$ cat src/rtl/i2s_sim_pkg.sv
package i2s_sim_pkg;
    // Default geometry of the incoming stream and of the DAC words.
    localparam int unsigned DEF_SLOT_W   = 32;
    localparam int unsigned DEF_SAMPLE_W = 16;
    // Left and right lanes.
    localparam int unsigned NUM_LANES    = 2;
endpackage

$ cat src/rtl/i2s_frame_tracker.sv
// Frame position counter resynchronised on word-select edges, plus arming.
module i2s_frame_tracker #(
    parameter int unsigned SLOT_W = 32,
    parameter int unsigned CNT_W  = 6
) (
    input  logic             clk_i,
    input  logic             rst_ni,
    input  logic             ws_i,
    output logic [CNT_W-1:0] pos_d_o,
    output logic [CNT_W-1:0] pos_q_o,
    output logic             ws_q_o,
    output logic             armed_o
);
    localparam logic [CNT_W-1:0] POS_HALF = CNT_W'(SLOT_W);
    localparam logic [CNT_W-1:0] POS_MAX  = CNT_W'(2 * SLOT_W - 1);

    typedef struct packed {
        logic [CNT_W-1:0] pos;
        logic             ws;
        logic             fall_seen;
        logic             armed;
    } trk_t;

    trk_t trk_d, trk_q;
    logic ws_fall, ws_rise;

    always_comb begin
        trk_d   = trk_q;
        ws_fall = trk_q.ws & ~ws_i;
        ws_rise = ~trk_q.ws & ws_i;
        trk_d.ws = ws_i;
        if (ws_fall) begin
            trk_d.pos = '0;
        end else if (ws_rise) begin
            trk_d.pos = POS_HALF;
        end else if (trk_q.pos != POS_MAX) begin
            trk_d.pos = trk_q.pos + 1'b1;
        end
        if (ws_fall) begin
            trk_d.fall_seen = 1'b1;
            if (trk_q.fall_seen) begin
                trk_d.armed = 1'b1;
            end
        end
    end

    always_ff @(posedge clk_i or negedge rst_ni) begin
        if (!rst_ni) begin
            trk_q <= '{pos: POS_MAX, ws: 1'b0, fall_seen: 1'b0, armed: 1'b0};
        end else begin
            trk_q <= trk_d;
        end
    end

    assign pos_d_o = trk_d.pos;
    assign pos_q_o = trk_q.pos;
    assign ws_q_o  = trk_q.ws;
    assign armed_o = trk_q.armed;
endmodule

$ cat src/rtl/i2s_slot_capture.sv
// Captures the leading bits of one slot and holds the finished word.
module i2s_slot_capture #(
    parameter int unsigned SAMPLE_W = 16,
    parameter int unsigned CNT_W    = 6,
    parameter int unsigned FIRST    = 1,
    parameter int unsigned XFER     = 49
) (
    input  logic                clk_i,
    input  logic                rst_ni,
    input  logic                sd_i,
    input  logic [CNT_W-1:0]    pos_i,
    output logic [SAMPLE_W-1:0] hold_o
);
    localparam logic [CNT_W-1:0] POS_LO = CNT_W'(FIRST);
    localparam logic [CNT_W-1:0] POS_HI = CNT_W'(FIRST + SAMPLE_W - 1);
    localparam logic [CNT_W-1:0] POS_XF = CNT_W'(XFER);

    typedef struct packed {
        logic [SAMPLE_W-1:0] shift;
        logic [SAMPLE_W-1:0] hold;
    } cap_t;

    cap_t cap_d, cap_q;

    always_comb begin
        cap_d = cap_q;
        if (pos_i >= POS_LO && pos_i <= POS_HI) begin
            cap_d.shift = {cap_q.shift[SAMPLE_W-2:0], sd_i};
        end
        if (pos_i == POS_XF) begin
            cap_d.hold = cap_q.shift;
        end
    end

    always_ff @(posedge clk_i or negedge rst_ni) begin
        if (!rst_ni) begin
            cap_q <= '0;
        end else begin
            cap_q <= cap_d;
        end
    end

    assign hold_o = cap_q.hold;
endmodule

$ cat src/rtl/i2s_lane_shifter.sv
// Falling-edge output shift register for one DAC lane, with MSB inversion.
module i2s_lane_shifter #(
    parameter int unsigned SAMPLE_W = 16
) (
    input  logic                clk_i,
    input  logic                rst_ni,
    input  logic                load_i,
    input  logic                shift_i,
    input  logic [SAMPLE_W-1:0] word_i,
    output logic                bit_o
);
    typedef struct packed {
        logic [SAMPLE_W-1:0] sh;
    } lane_t;

    lane_t lane_d, lane_q;

    always_comb begin
        lane_d = lane_q;
        if (load_i) begin
            lane_d.sh = {~word_i[SAMPLE_W-1], word_i[SAMPLE_W-2:0]};
        end else if (shift_i) begin
            lane_d.sh = {lane_q.sh[SAMPLE_W-2:0], 1'b0};
        end
    end

    always_ff @(negedge clk_i or negedge rst_ni) begin
        if (!rst_ni) begin
            lane_q <= '0;
        end else begin
            lane_q <= lane_d;
        end
    end

    assign bit_o = lane_q.sh[SAMPLE_W-1];
endmodule

$ cat src/rtl/i2s_strobe_gen.sv
// Falling-edge clock gate enable and latch-enable strobe.
module i2s_strobe_gen #(
    parameter int unsigned SAMPLE_W = 16,
    parameter int unsigned CNT_W    = 6,
    parameter int unsigned LE_START = 17
) (
    input  logic             clk_i,
    input  logic             rst_ni,
    input  logic [CNT_W-1:0] pos_i,
    input  logic             ws_i,
    input  logic             armed_i,
    input  logic [CNT_W-1:0] le_end_i,
    output logic             gate_o,
    output logic             le_o,
    output logic             load_o,
    output logic             shift_o
);
    localparam logic [CNT_W-1:0] POS_BITS = CNT_W'(SAMPLE_W);
    localparam logic [CNT_W-1:0] POS_LE   = CNT_W'(LE_START);

    typedef struct packed {
        logic gate;
        logic le;
    } stb_t;

    stb_t stb_d, stb_q;

    always_comb begin
        stb_d      = stb_q;
        load_o     = armed_i & ~ws_i & (pos_i == '0);
        shift_o    = armed_i & (pos_i != '0) & (pos_i <= POS_BITS);
        stb_d.gate = armed_i & ~ws_i & (pos_i < POS_BITS);
        if (!armed_i) begin
            stb_d.le = 1'b0;
        end else if (pos_i == POS_LE && !ws_i) begin
            stb_d.le = 1'b1;
        end else if (pos_i >= le_end_i) begin
            stb_d.le = 1'b0;
        end
    end

    always_ff @(negedge clk_i or negedge rst_ni) begin
        if (!rst_ni) begin
            stb_q <= '0;
        end else begin
            stb_q <= stb_d;
        end
    end

    assign gate_o = stb_q.gate;
    assign le_o   = stb_q.le;
endmodule

$ cat src/rtl/i2s_sim_conv.sv
// I2S (64 bit clocks per frame) to two-lane simultaneous offset-binary output.
module i2s_sim_conv #(
    parameter int unsigned SLOT_W   = i2s_sim_pkg::DEF_SLOT_W,
    parameter int unsigned SAMPLE_W = i2s_sim_pkg::DEF_SAMPLE_W
) (
    input  logic                          bclk_i,
    input  logic                          rst_ni,
    input  logic                          ws_i,
    input  logic                          sd_i,
    input  logic [$clog2(2*SLOT_W)-1:0]   le_end_i,
    output logic                          dac_bck_o,
    output logic                          dac_dl_o,
    output logic                          dac_dr_o,
    output logic                          dac_le_o
);
    localparam int unsigned CNT_W    = $clog2(2 * SLOT_W);
    localparam int unsigned LANES    = i2s_sim_pkg::NUM_LANES;
    localparam int unsigned LE_START = SAMPLE_W + 1;
    localparam int unsigned XFER     = SLOT_W + SAMPLE_W + 1;

    logic [CNT_W-1:0]    pos_d, pos_q;
    logic                ws_s, armed;
    logic                gate_en, le_q, load_en, shift_en;
    logic [SAMPLE_W-1:0] hold_w [LANES];
    logic                lane_bit [LANES];

    i2s_frame_tracker #(.SLOT_W(SLOT_W), .CNT_W(CNT_W)) u_trk (
        .clk_i   (bclk_i),
        .rst_ni  (rst_ni),
        .ws_i    (ws_i),
        .pos_d_o (pos_d),
        .pos_q_o (pos_q),
        .ws_q_o  (ws_s),
        .armed_o (armed)
    );

    for (genvar g = 0; g < LANES; g++) begin : g_lane
        i2s_slot_capture #(
            .SAMPLE_W (SAMPLE_W),
            .CNT_W    (CNT_W),
            .FIRST    (1 + g * SLOT_W),
            .XFER     (XFER)
        ) u_cap (
            .clk_i  (bclk_i),
            .rst_ni (rst_ni),
            .sd_i   (sd_i),
            .pos_i  (pos_d),
            .hold_o (hold_w[g])
        );

        i2s_lane_shifter #(.SAMPLE_W(SAMPLE_W)) u_shf (
            .clk_i   (bclk_i),
            .rst_ni  (rst_ni),
            .load_i  (load_en),
            .shift_i (shift_en),
            .word_i  (hold_w[g]),
            .bit_o   (lane_bit[g])
        );
    end

    i2s_strobe_gen #(
        .SAMPLE_W (SAMPLE_W),
        .CNT_W    (CNT_W),
        .LE_START (LE_START)
    ) u_stb (
        .clk_i    (bclk_i),
        .rst_ni   (rst_ni),
        .pos_i    (pos_q),
        .ws_i     (ws_s),
        .armed_i  (armed),
        .le_end_i (le_end_i),
        .gate_o   (gate_en),
        .le_o     (le_q),
        .load_o   (load_en),
        .shift_o  (shift_en)
    );

    // gate_en changes only while bclk_i is low, so the gated clock has no runt pulses.
    assign dac_bck_o = bclk_i & gate_en;
    assign dac_dl_o  = lane_bit[0];
    assign dac_dr_o  = lane_bit[1];
    assign dac_le_o  = le_q;
endmodule

$ cat config.mk
export PLATFORM = sky130hd
export DESIGN_NAME = i2s_sim_conv
export DESIGN_NICKNAME = d
export VERILOG_FILES = /design/src/rtl/i2s_sim_pkg.sv /design/src/rtl/i2s_frame_tracker.sv /design/src/rtl/i2s_slot_capture.sv /design/src/rtl/i2s_lane_shifter.sv /design/src/rtl/i2s_strobe_gen.sv /design/src/rtl/i2s_sim_conv.sv
export SDC_FILE = /design/constraint.sdc
export NUM_CORES = 1
export LEC_CHECK = 0
export BUFFER_PORTS_ARGS = -buffer_cell sky130_fd_sc_hd__clkbuf_2
export CORE_MARGIN = 5
export CORE_UTILIZATION = 40
export CTS_BUF_LIST = sky130_fd_sc_hd__clkbuf_16
export CTS_CLUSTER_DIAMETER = 40
export DETAILED_ROUTE_END_ITERATION = 16
export MAX_ROUTING_LAYER = met4
export PLACE_DENSITY = 0.58
export RECOVER_POWER = 100
export SYNTH_ARGS = -nofsm -noshare
export SYNTH_HDL_FRONTEND = slang
export SYNTH_SLANG_ARGS = --single-unit
$ cat constraint.sdc
create_clock -name bclk_i -period 3.1 [get_ports bclk_i]
set_input_delay 0.31 -clock bclk_i [delete_from_list [all_inputs] [get_ports bclk_i]]
set_output_delay 0.31 -clock bclk_i [all_outputs]
set_load 0.01 [all_outputs]
==> results.yml <==
final_layout:
  utilization_pct: 50.0
  drive_gt1_share_pct: 39.2
  stdcell_area_sq_mm: 0.00598
  final_cell_mix: "dfrtp_1 (67), mux2_4 (40), dfrtn_1 (34)"
  fin_nets: 437
  layout_commonest_cell: "dfrtp_1"
  antennaDiodeCount: 0
  fill_cells: 1036
  syn2layout_area_growth_pct: 23.1
setup_path:
  reg2reg_from: "u_trk.pos_q_o[0]"
  crit_path_start_kind: "flip-flop"
  crit_top_cell: "a21o_1"
  cpMaxStageDelayCell: "dfstp_2"
  crit_arrival_ns: 2.01
  max_stage_delay_ns: 0.56
  path_class: "flip-flop to flip-flop"
  cp_cell_sequence: "inv_4 > buf_6 > ha_4 > nand2b_4 > a21o_1 > a21oi_1 > nor2b_1 > o21ai_1 > a21o_1"
  crit_cells: 9
  cp_max_fo: 2
  cp.required_ns: 1.88
  startpoint: "u_trk.pos_q_o[0]"
  crit_buf_inv: 2
  r2r.worst_path.cells: 9
  crit_family: "flip-flops"
  worstSetupEndpointType: "flip-flop"
synthesis:
  synth_ff_type: "dfrtp_1"
  async_reset_ff_share_pct: 100
  ys.warnings.count: 0
  syn_area_sq_mm: 0.00486
  synth_top_area_cell: "dfrtp_1"
  post_synth_main_area_contributors: "dfrtp_1 (35%), dfrtn_1 (18%), mux2_4 (12%), mux2i_1 (6.0%), mux2_2 (5.6%)"
  yosysTopAreaCellShare_pct: 34.5
  ys_seq_elements: 107
  synth.avg_cell_area_sq_um: 12.9
  synth.distinct_cells: 40
  synthCells: 377
  synth_edf_count: 0
  syn_nets: 396
  seq_area_frac_synth_pct: 55.3
pwr:
  vdd_drop_max_v: 0.000311
  cellPowerDensity_mw_per_mm2: 751
  power.leakage_uw: 0.00291
clocking:
  cts_tree: "done"
  insertion_delay_ns: 0.48
  cts.clk_slew.worst_paths_ns: 0.07
min_path:
  hold_class: "input pin to flip-flop"
  min_from: "ws_i"
  holdPathStages: 1
floorplanning:
  dieArea_sq_mm: 0.0144
  chipWidth_um: 120
  rows: 40
  initial_core_util_pct: 40.6
  die_h_um: 120
  io_pins: 14
  core_area_sq_mm: 0.0120
global_route:
  track_usage_pct: 13.0
  grt_pass1_wl_um: 14400
  grt_max_degree: 99
  grt_antenna_before_repair: 0
  first_global_vias: 2912
  grt_overflow: 0
placement:
  io_buffer_count: 13
  dpl_worst_slack_ns: -0.204
  gp_congestion: 0.769
  place_hpwl_um: 5040
  place_area_sq_mm: 0.00528
sta:
  hold_slack_ns: 0.0759
  maxSlewHeadroom_pct: 66.1
  finalSetupViolCount: 32
  rsz0062_at_grt: "yes"
  drv_slew: 0
  fin_ws_ns: -0.131
  worst_pin_slew_ns: 0.509
  fin_skew_ns: 0.0274
  fin_tns_setup_ns: -2.78
  hold_viol_final: 0
outcome:
  status: "complete, but fails checks"
  violations: "setup timing"
routing:
  wl_per_cell_um: 15.3
  vias_per_cell: 5.05
  drt-total-wl_um: 8710
  ant_nets: 0
  drc: 0
  drt-initial-drc-count: 210
  first_pass_iters: 4
  vias: 2879
run:
  cap_viol_max_count: 0
-- final timing paths --
| path | endpoint | slack, ns |
|---|---|---|
| hold reg to reg | g_lane[1].u_shf.lane_q[0] | 0.46 |
| hold / removal | u_trk.ws_q_o | 0.08 |
| max in group asynchronous | g_lane[0].u_shf.lane_q[9] | 0.77 |
| setup reg to reg | u_stb.le_o | -0.13 |
| min in group asynchronous | g_lane[1].u_cap.hold_o[8] | 0.50 |
| setup / recovery | u_stb.le_o | -0.13 |
-- power breakdown --
group	internal, uW	switching (uW)	total (uW)
clock	708	528	1240
combinational	678	491	1170
sequential	1820	270	2090
-- timing repair --
action,CTS,global route
resized for setup,17,28
pin swaps,3,7
setup buffers,2,1
hold buffers,1,0
setup endpoints to repair,33,33
gates cloned,2,6
hold endpoints to repair,57,0
-- area by class of cell --
| class | count | area [sq um] | area share [%] |
|---|---|---|---|
| Clock inverter | 7 | 43.8 | 0.732 |
| Timing Repair Buffer | 48 | 553 | 9.25 |
| Sequential cell | 107 | 2690 | 44.9 |
| Inverter | 9 | 36.3 | 0.607 |
| Clock buffer | 13 | 304 | 5.08 |
| Tap cell | 147 | 184 | 3.08 |
| Multi-Input combinational cell | 239 | 2170 | 36.3 |
-- cell usage after synthesis, types with 2 or more instances --
master,instances
xnor2_1,2
nor2b_1,3
clkbuf_1,9
nor2_1,43
buf_2,2
ha_1,9
buf_1,3
nand3_1,8
dfstp_2,6
dfrtp_1,67
mux2_2,24
nor3b_1,2
inv_1,9
buf_6,7
mux2_4,40
a21o_1,3
nor3_1,4
mux2i_1,29
dfrtn_1,34
and2_1,3
nand2b_1,4
nand2_1,6
a21oi_1,38
o21ai_0,5
nand4_1,2
-- per-stage QoR --
step                power [uW]  instances
floorplan                 2800        377
global placement          3040        540
detailed placement        3090        540
CTS                       4400        564
global route              4780        570
finish                    4490        570
-- worst reg2reg max path: stages (launching register included) --
cell	delay, ns
dfstp_2	0.56
inv_4	0.05
buf_6	0.11
ha_4	0.25
nand2b_4	0.10
a21o_1	0.10
a21oi_1	0.06
nor2b_1	0.12
o21ai_1	0.07
a21o_1	0.15
-- flip-flops by register name, indices dropped and copies added, names as in the netlist --
name                 count
g_lane.u_cap.cap_q      32
g_lane.u_cap.hold_o     32
g_lane.u_shf.lane_q     32
u_trk.pos_q_o            6
u_stb.gate_o             1
u_stb.le_o               1
u_trk.armed_o            1
u_trk.trk_q              1
u_trk.ws_q_o             1
-- layer usage --
| metal | wire length [um] | vias to the layer above | track usage (%) |
|---|---|---|---|
| li1 | - | 1405 | - |
| met4 | 131 | 0 | 5.94 |
| met3 | 175 | 10 | 3.27 |
| met5 | 0 | - | - |
| met1 | 4140 | 1446 | 16.8 |
| met2 | 4270 | 18 | 19.2 |
-- logic make-up after synthesis --
group                    share of synthesized area, %
flip-flops                                       55.3
AO/OA/AOI/OAI                                    5.93
AND/OR/NAND/NOR                                  8.07
buffers and inverters                            3.61
XOR/XNOR                                        0.876
adder cells (fa/ha/maj)                          2.32
multiplexers                                     23.9
Power figures use the tool's default switching activity.
